`src/rtl/dpwm_pkg.sv`:
```
package dpwm_pkg;

  typedef enum logic [2:0] {
    ADR_CTRL = 3'd0,
    ADR_MODE = 3'd1,
    ADR_PA   = 3'd2,
    ADR_DA   = 3'd3,
    ADR_PC   = 3'd4,
    ADR_DC   = 3'd5,
    ADR_CNT  = 3'd6
  } reg_addr_e;

  localparam int LIM_W = 6;

  // Number of input cycles per counter advance, minus one: 4^code - 1.
  function automatic logic [LIM_W-1:0] presc_limit(input logic [1:0] code);
    logic [LIM_W:0] one_hot;
    one_hot = (LIM_W+1)'(1) << (2 * code);
    return LIM_W'(one_hot - (LIM_W+1)'(1));
  endfunction

  // Output level for a count against a period/duty pair.
  function automatic logic pwm_level(input logic [31:0] cnt,
                                     input logic [31:0] per,
                                     input logic [31:0] duty);
    if (duty == 32'd0) return 1'b0;
    if (duty >= per) return 1'b1;
    return (cnt < duty) || (cnt >= per);
  endfunction

endpackage

```
`src/rtl/dpwm_presc.sv`:
```
module dpwm_presc
  import dpwm_pkg::*;
(
  input  logic       clk,
  input  logic       rst,
  input  logic       run,
  input  logic [1:0] code,
  output logic       tick
);
  logic [LIM_W-1:0] pcnt_q;
  logic [LIM_W-1:0] limit;

  assign limit = presc_limit(code);
  assign tick  = run && (pcnt_q == limit);

  always_ff @(posedge clk) begin
    if (rst || !run || tick) pcnt_q <= '0;
    else                     pcnt_q <= pcnt_q + LIM_W'(1);
  end

  AST_TICK_GAP: assert property (@(posedge clk) disable iff (rst)
    (tick && limit != '0) |=> !tick);

endmodule

```
`src/rtl/dpwm_count.sv`:
```
module dpwm_count #(
  parameter int CW = 16
) (
  input  logic          clk,
  input  logic          rst,
  input  logic          tick,
  input  logic [CW-1:0] per,
  output logic [CW-1:0] cnt,
  output logic          clr_evt
);
  logic [CW-1:0] cnt_q;

  assign clr_evt = tick && (cnt_q >= per);
  assign cnt     = cnt_q;

  always_ff @(posedge clk) begin
    if (rst)          cnt_q <= '0;
    else if (clr_evt) cnt_q <= '0;
    else if (tick)    cnt_q <= cnt_q + CW'(1);
  end

  AST_CNT_WRAP: assert property (@(posedge clk) disable iff (rst)
    (tick && cnt_q >= per) |=> (cnt_q == '0));
  AST_CNT_HOLD: assert property (@(posedge clk) disable iff (rst)
    !tick |=> $stable(cnt_q));

endmodule

```
`src/rtl/dpwm_regs.sv`:
```
module dpwm_regs
  import dpwm_pkg::*;
#(
  parameter int CW    = 16,
  parameter int N_OUT = 2
) (
  input  logic                       clk,
  input  logic                       rst,
  input  logic                       wr_en,
  input  logic [2:0]                 wr_addr,
  input  logic [CW-1:0]              wr_data,
  input  logic [2:0]                 rd_addr,
  input  logic [CW-1:0]              cnt_i,
  input  logic                       load_evt,
  output logic [CW-1:0]              rd_data,
  output logic                       run,
  output logic [1:0]                 presc,
  output logic                       clr_sel,
  output logic [N_OUT-1:0]           mode,
  output logic [2*N_OUT-1:0][CW-1:0] act
);
  localparam int NM = 2 * N_OUT;

  logic                    run_q;
  logic [1:0]              presc_q;
  logic                    clr_sel_q;
  logic [N_OUT-1:0]        mode_q;
  logic [NM-1:0][CW-1:0]   shadow_q;
  logic [NM-1:0][CW-1:0]   act_q;

  always_ff @(posedge clk) begin
    if (rst) begin
      run_q     <= 1'b0;
      presc_q   <= '0;
      clr_sel_q <= 1'b0;
      mode_q    <= '0;
    end else if (wr_en) begin
      if (wr_addr == ADR_CTRL) begin
        run_q     <= wr_data[0];
        clr_sel_q <= wr_data[3];
        if (!run_q) presc_q <= wr_data[2:1];
      end
      if (wr_addr == ADR_MODE) mode_q <= wr_data[N_OUT-1:0];
    end
  end

  for (genvar i = 0; i < NM; i++) begin : g_match
    localparam logic [2:0] MY_ADDR = 3'(int'(ADR_PA) + i);
    always_ff @(posedge clk) begin
      if (rst) begin
        shadow_q[i] <= '0;
        act_q[i]    <= '0;
      end else begin
        if (wr_en && wr_addr == MY_ADDR) shadow_q[i] <= wr_data;
        if (!run_q || load_evt)          act_q[i]    <= shadow_q[i];
      end
    end
  end

  always_comb begin
    rd_data = '0;
    case (rd_addr)
      ADR_CTRL: rd_data = CW'({clr_sel_q, presc_q, run_q});
      ADR_MODE: rd_data = CW'(mode_q);
      ADR_PA:   rd_data = shadow_q[0];
      ADR_DA:   rd_data = shadow_q[1];
      ADR_PC:   rd_data = shadow_q[2];
      ADR_DC:   rd_data = shadow_q[3];
      ADR_CNT:  rd_data = cnt_i;
      default:  rd_data = '0;
    endcase
  end

  assign run     = run_q;
  assign presc   = presc_q;
  assign clr_sel = clr_sel_q;
  assign mode    = mode_q;
  assign act     = act_q;

  AST_PRESC_LOCK: assert property (@(posedge clk) disable iff (rst)
    run_q |=> $stable(presc_q));
  AST_ACT_HOLD: assert property (@(posedge clk) disable iff (rst)
    (run_q && !load_evt) |=> $stable(act_q));

endmodule

```
`src/rtl/dual_pwm_timer.sv`:
```
module dual_pwm_timer
  import dpwm_pkg::*;
#(
  parameter int CW    = 16,
  parameter int N_OUT = 2
) (
  input  logic             clk,
  input  logic             rst,
  input  logic             wr_en,
  input  logic [2:0]       wr_addr,
  input  logic [CW-1:0]    wr_data,
  input  logic [2:0]       rd_addr,
  output logic [CW-1:0]    rd_data,
  output logic [N_OUT-1:0] pwm_o,
  output logic [N_OUT-1:0] pwm_oe
);
  logic                       run;
  logic [1:0]                 presc;
  logic                       clr_sel;
  logic [N_OUT-1:0]           mode;
  logic [2*N_OUT-1:0][CW-1:0] act;
  logic                       tick;
  logic                       clr_evt;
  logic [CW-1:0]              cnt;
  logic [CW-1:0]              clr_per;

  dpwm_regs #(.CW(CW), .N_OUT(N_OUT)) u_regs (
    .clk, .rst, .wr_en, .wr_addr, .wr_data, .rd_addr,
    .cnt_i(cnt), .load_evt(clr_evt), .rd_data,
    .run, .presc, .clr_sel, .mode, .act
  );

  dpwm_presc u_presc (
    .clk, .rst, .run, .code(presc), .tick
  );

  // Clear source: period of output 0 (A) or of output 1 (C).
  assign clr_per = clr_sel ? act[2] : act[0];

  dpwm_count #(.CW(CW)) u_count (
    .clk, .rst, .tick, .per(clr_per), .cnt, .clr_evt
  );

  for (genvar n = 0; n < N_OUT; n++) begin : g_out
    logic lvl;
    assign lvl       = pwm_level(32'(cnt), 32'(act[2*n]), 32'(act[2*n+1]));
    assign pwm_oe[n] = run && mode[n];
    assign pwm_o[n]  = pwm_oe[n] && lvl;
  end

endmodule

```
`config.mk`:
```
export PLATFORM = sky130hd
export DESIGN_NAME = dual_pwm_timer
export DESIGN_NICKNAME = d
export VERILOG_FILES = /design/src/rtl/dpwm_pkg.sv /design/src/rtl/dpwm_presc.sv /design/src/rtl/dpwm_count.sv /design/src/rtl/dpwm_regs.sv /design/src/rtl/dual_pwm_timer.sv
export SDC_FILE = /design/constraint.sdc
export NUM_CORES = 1
export LEC_CHECK = 0
export BUFFER_PORTS_ARGS = -buffer_cell sky130_fd_sc_hd__buf_2
export CELL_PAD_IN_SITES_DETAIL_PLACEMENT = 1
export CELL_PAD_IN_SITES_GLOBAL_PLACEMENT = 1
export CORE_MARGIN = 4
export CORE_UTILIZATION = 42
export CTS_CLUSTER_DIAMETER = 200
export CTS_CLUSTER_SIZE = 14
export DETAILED_ROUTE_END_ITERATION = 8
export PLACE_DENSITY_LB_ADDON = 0.08
export SLEW_MARGIN = 10
export SYNTH_ARGS = -nofsm -noshare
export SYNTH_HDL_FRONTEND = slang
export SYNTH_HIERARCHICAL = 1
export SYNTH_SLANG_ARGS = --single-unit
export TNS_END_PERCENT = 50
```
`constraint.sdc`:
```
create_clock -name clk -period 2.65 [get_ports clk]
set_clock_uncertainty 0.2 [all_clocks]
set_input_delay 0.6625 -clock clk [delete_from_list [all_inputs] [get_ports clk]]
set_output_delay 0.6625 -clock clk [all_outputs]
set_load 0.005 [all_outputs]
```
# Yosys cells after proc, flatten, opt, wreduce, memory -nomap -nowiden
# Index checks and enable logic that the tools add are counted.
[totals]
output_inout_bits = 20
input_bits = 25
ff_bits = 156
[op_classes]
n_reduce_logical = 24
mux = 16
n_lt_le_gt_ge = 7
shift = 1
bitwise_logic = 1
add_sub_neg = 3
n_eq_ne = 12
[op_table]
columns = ["op", "count"]
rows = [
  ["$pmux 16 s7", 1],
  ["$ge 16x16->1", 5],
  ["$logic_not 16->1", 2],
  ["$lt 16x16->1", 2],
  ["$add 16x1->16 const B", 1],
  ["$mux 16", 1],
  ["$eq 3x3->1 const B", 5],
  ["$mux 1", 14],
  ["$eq 3x2->1 const B", 4],
  ["$logic_and 1x1->1", 10],
  ["$add 6x1->6 const B", 1],
  ["$eq 3x1->1 const B", 2],
  ["$eq 6x6->1", 1],
  ["$logic_not 3->1", 2],
  ["$shl 1x3->6 const A", 1],
  ["$sub 6x1->6 const B", 1],
  ["$logic_or 1x1->1", 5],
  ["$reduce_and 2->1", 2],
  ["$reduce_and 3->1", 1],
  ["$reduce_or 2->1", 1],
  ["$logic_not 1->1", 1],
  ["$not 1->1", 1],
]

# Depth between registers and ports, before layout
[logic_depth]
ltp_word = 6
mapped_depth = 14
mapped_depth_nobuf = 11

# Hierarchy
# Netlist, hierarchy kept.
[modules_own_cells]
columns = ["mod", "seq_area_each_um2", "cells_each", "area_per_inst_um2", "n_inst"]
rows = [
  ["dpwm_regs", 2682.6, 684, 5495.3, 1],
  ["dual_pwm_timer", 0.0, 327, 2409.8, 1],
  ["dpwm_count", 320.3, 137, 1143.6, 1],
  ["dpwm_presc", 120.1, 30, 291.5, 1],
]

# Least setup slack after synthesis
# No wires, ideal clock.
[synth_path]
path_type = "register -> register"
startpoint = "reg u_regs.clr_sel_q (netlist: u_regs/clr_sel)"
endpoint = "reg u_regs.act_q (netlist bit u_regs/act[2])"
required_time_ns = 2.379
slack_ns = -0.197
period_less_slack_ns = 2.847
stages_incl_launch_ff = 15
arrival_time_ns = 2.576
cell_sequence = "dfxtp_1 clkbuf_1 nand2_1 o21ai_0 inv_1 ha_1 nand4_2 nor3_4 a211oi_2 a21oi_1 nand2b_1 buf_2 clkbuf_1 nand2_1 a21oi_1"
[synth_between]
elab_chain_cells = 4
[synth_lines]
columns = ["element", "line", "source"]
rows = [
  ["start: declaration", "dpwm_regs.sv:26", "logic clr_sel_q;"],
  ["start signal: assignment", "dpwm_regs.sv:40", "clr_sel_q <= wr_data[3];"],
  ["$mux 16", "dual_pwm_timer.sv:38", "assign clr_per = clr_sel ? act[2] : act[0];"],
  ["named net clr_per[15]", "dual_pwm_timer.sv:25", "logic [CW-1:0] clr_per;"],
  ["$ge 16x16->1", "dpwm_count.sv:13", "assign clr_evt = tick && (cnt_q >= per);"],
  ["$logic_and 1x1->1", "dpwm_count.sv:13", ""],
  ["named net clr_evt", "dual_pwm_timer.sv:23", "logic clr_evt;"],
  ["$logic_or 1x1->1", "dpwm_regs.sv:55", "if (!run_q || load_evt) act_q[i] <= shadow_q[i];"],
  ["end signal: indexed assignment", "dpwm_regs.sv:55", ""],
  ["end: declaration", "dpwm_regs.sv:29", "logic [NM-1:0][CW-1:0] act_q;"],
]
# The timed path passes the listed nets, and every way through them passes these cells.
# A chain may end at the register's enable or synchronous reset.

# Final worst setup path
[layout_path]
startpoint = "reg u_regs.act_q (netlist bit u_regs/act[0])"
endpoint = "out pwm_o[0]"
[layout_between]
elab_chain_cells = 6
word_cells_on_any_way = 9
[layout_lines]
columns = ["element", "line", "source"]
rows = [
  ["$ge 16x16->1", "dpwm_pkg.sv:27", "if (duty >= per) return 1'b1;"],
  ["$mux 1 (2 in a row)", "dpwm_pkg.sv:27", ""],
  ["$mux 1 *", "dpwm_pkg.sv:28", "return (cnt < duty) || (cnt >= per);"],
  ["$mux 1 *", "dpwm_pkg.sv:27", ""],
  ["$logic_and 1x1->1 *", "dual_pwm_timer.sv:48", "assign pwm_o[n] = pwm_oe[n] && lvl;"],
  ["end: declaration", "dual_pwm_timer.sv:14", "output logic [N_OUT-1:0] pwm_o,"],
]
# Mark *: on every way between the ends. The rest lies on a longest branch, timed or not. The select of a mux whose other input is x is not followed.

==> flow_summary_export.csv <==
group,metric,value,unit
run_status,status,"finished with violations",
run_status,violations,"setup timing",
pwr,ir_worst_vdd,0.000450,V
timing,setup_tns,-21.43,ns
timing,fmax,0.293,GHz
clocking,numClockSinks,156,
die,io_pins,45,
die,floorplan.initialDensity,42.8,%
die,die-area,0.0247,mm^2
timing,min_period,3.42,ns
logic_synthesis,synth_area,0.00934,mm^2
timing,layout_setup_ws,-0.766,ns
routing,ant_nets,0,
place,dp_slack,-0.640,ns
logic_synthesis,synth_cell_types,65,
final_layout,ff_latch_area,0.00316,mm^2
timing,max_slew.worst_pin.slew,0.546,ns
timing,fin_crit_sh,129,%
clocking,cts.path.max_buffers,2,
worst_setup_path,startpoint_type,"flop",
final_layout,antennaDiodeCount,0,
logic_synthesis,yosysTopAreaCell,"dfxtp_1",
die,fp.dieW,157,um
pwr,p_int,3.94,mW
logic_synthesis,syn_nets,1315,
clocking,clk_latency,0.44,ns
clocking,path_clk_slew,0.06,ns
final_layout,fin_area,0.0128,mm^2
global_routing,overflow,0,
timing,rsz0062_at_grt,"true",
pwr,p_per_area,421,mW/mm^2
routing,wire_per_inst,24.1,um
logic_synthesis,yosysTopAreaCellShare,33.4,%
global_routing,grt_max_degree,62,
worst_hold_path,hold_class,"flop to flop",
logic_synthesis,synthCells,1178,
routing,drt-vias-per-instance,5.82,
logic_synthesis,synth_area_leaders,"dfxtp_1 (33%), ha_1 (15%), nand2_1 (12%), a21oi_1 (8.6%), inv_1 (3.3%)",
final_layout,syn_to_final_growth,37.3,%
worst_setup_path,crit_chain,"ha_1, nand2b_1, a211oi_1, o21ai_0, a211oi_2, o21ai_1, o311a_1, buf_2",
pwr,p_seq_share,44.8,%
routing,drt-total-wl,39900,um
final_layout,final_cells,1653,
routing,drtPass1Iterations,5,
logic_synthesis,synth_edf_count,0,
timing,relSlewSlack,63.6,%
pwr,p_leak,5.63,nW
final_layout,multi_input_area,0.00642,mm^2
pwr,p_sw,1.46,mW
flow_run,drv_cap,0,
logic_synthesis,ys_warn_count,6,
logic_synthesis,synth-main-ff-cell,"dfxtp_1",
routing,vias,9628,
die,row_count,54,
clocking,clockRootBuffer,"clkbuf_16",
logic_synthesis,syn_avg_cell_area,7.93,um^2
clocking,cts_buffers,17,
timing,final-max-slew-violation-count,0,
worst_setup_path,cpMaxStageDelayCell,"dfxtp_1",
logic_synthesis,synth-seq-area-share,33.4,%
final_layout,drive_gt1_share,32.7,%
place,gp_congestion,0.872,
final_layout,fill_cells,2584,
global_routing,antenna_found_initial,1,
pwr,power,5.40,mW
place,place_inst,1596,
clocking,cts_tree,"built",
global_routing,globalRouteTotalUtil,30.8,%
worst_setup_path,cp_max_fo,4,
global_routing,grt_pass1_vias,9730,
routing,drt_iter0_drc,571,
worst_setup_path,critPathTopFamily,"compound AO/OA/AOI/OAI gates",
timing,setup_viol,74,
final_layout,final_util,58.7,%
worst_setup_path,crit_buf_inv,1,
worst_setup_path,arrival,2.55,ns
worst_setup_path,max_stage_delay,0.46,ns
pwr,clkPwrFrac,44.5,%
timing,whs,0.259,ns
routing,drc,0,
worst_setup_path,cp-end-kind,"output pin",
worst_setup_path,path_class,"flop to output pin",
logic_synthesis,ys_ff_latch,156,
pwr,swShare,27.1,%
logic_synthesis,synthMostInstantiatedCell,"nand2_1",
pwr,combPwrFrac,10.8,%
timing,final-hold-violation-count,0,
place,portBuffers,44,
logic_synthesis,synth_common_cells,"nand2_1 (295), a21oi_1 (161), dfxtp_1 (156)",
clocking,htreeDepth,4,
worst_setup_path,cp.required,1.79,ns
die,die_h,157,um
logic_synthesis,async_flop_share,0,%
global_routing,grt_pass1_wl,57600,um
place,dpl_cell_area,0.0109,mm^2
final_layout,nNetsFinal,1498,
die,core-area,0.0218,mm^2
place,dpl.hpwl,26200,um
-- power groups by stage --
stage                     Sequential [mW]  Combinational (mW)  Clock (mW)
after floorplan                      2.45               0.278           0
after global placement               2.46               0.469           0
after global routing                 2.42               0.617        2.55
final                                2.42               0.581        2.40
after detailed placement             2.47               0.476           0
after CTS                            2.41               0.535        2.42
-- what timing repair did --
item | 4_1_cts | 5_1_grt
setup endpoints to repair | 96 | 91
setup buffers | 11 | 7
pin swaps | 55 | 78
cloned | 8 | 5
resized for setup | 132 | 133
hold buffers | 0 | 0
-- metal layers --
layer  GRT usage, %  wire length (um)
met5              0                 0
met4           11.6              1660
met3           3.88              2100
met2           51.4             19200
met1           40.9             16900
-- worst paths after layout --
path,start,end,slack (ns),depth (start not counted)
min reg2reg,u_regs/act[12],u_regs/act[12],0.26,2
max reg2reg,u_regs/act[9],u_regs/act[27],-0.45,16
max,u_regs/act[0],pwm_o[0],-0.77,8
min,u_regs/act[12],u_regs/act[12],0.26,2
-- tightest hold or removal path: stages, from the launching register on --
cell and delay (ns):
dfxtp_1 0.32, nand2_2 0.06, a21oi_2 0.04
-- layout by cell type (no fill, tap or decap), types with 13 or more instances in the layout --
cell type | synthesis | routed
a21oi_1 | 161 | 107
a21oi_2 | 0 | 54
buf_12 | 0 | 16
buf_2 | 20 | 41
buf_4 | 12 | 147
clkbuf_16 | 0 | 21
dfxtp_1 | 156 | 135
dfxtp_2 | 0 | 18
ha_1 | 112 | 101
inv_1 | 82 | 78
mux2i_1 | 23 | 22
nand2_1 | 295 | 245
nand2_4 | 0 | 42
nand3_1 | 14 | 13
nand4_1 | 20 | 20
nor2_1 | 46 | 45
o21ai_0 | 27 | 14
o21ai_1 | 6 | 16
xor2_1 | 13 | 13
-- sequential cells by signal, summed over array words and instances (netlist names) --
register / count
u_regs/run: 1
u_presc/pcnt_q: 6
u_regs/clr_sel: 1
u_count/cnt: 16
u_regs/presc: 2
u_regs/mode: 2
u_regs/act: 64
u_regs/shadow_q: 64
-- layout make-up --
class                      instances  area share, %
multi-input combinational        877           50.0
sequential                       156           24.6
clock buffer                      19           3.46
timing repair buffer             227           15.9
inverter                          82           2.40
tap                              280           2.73
clock inverter                    12          0.888
-- cell families (layout without fill, tap and decap cells) --
logic type	Yosys count	after routing	share of synthesized area, %
xor gates and xnor gates	18	18	1.69
muxes	28	28	3.07
AOI/OAI and AO/OA	272	272	18.0
and+or+nand+nor	447	447	21.7
buffers and inverters	145	340	7.09
adders and majority gates	112	112	15.0
DFF	156	156	33.4
Note: power is estimated with default switching activity, not from simulation.
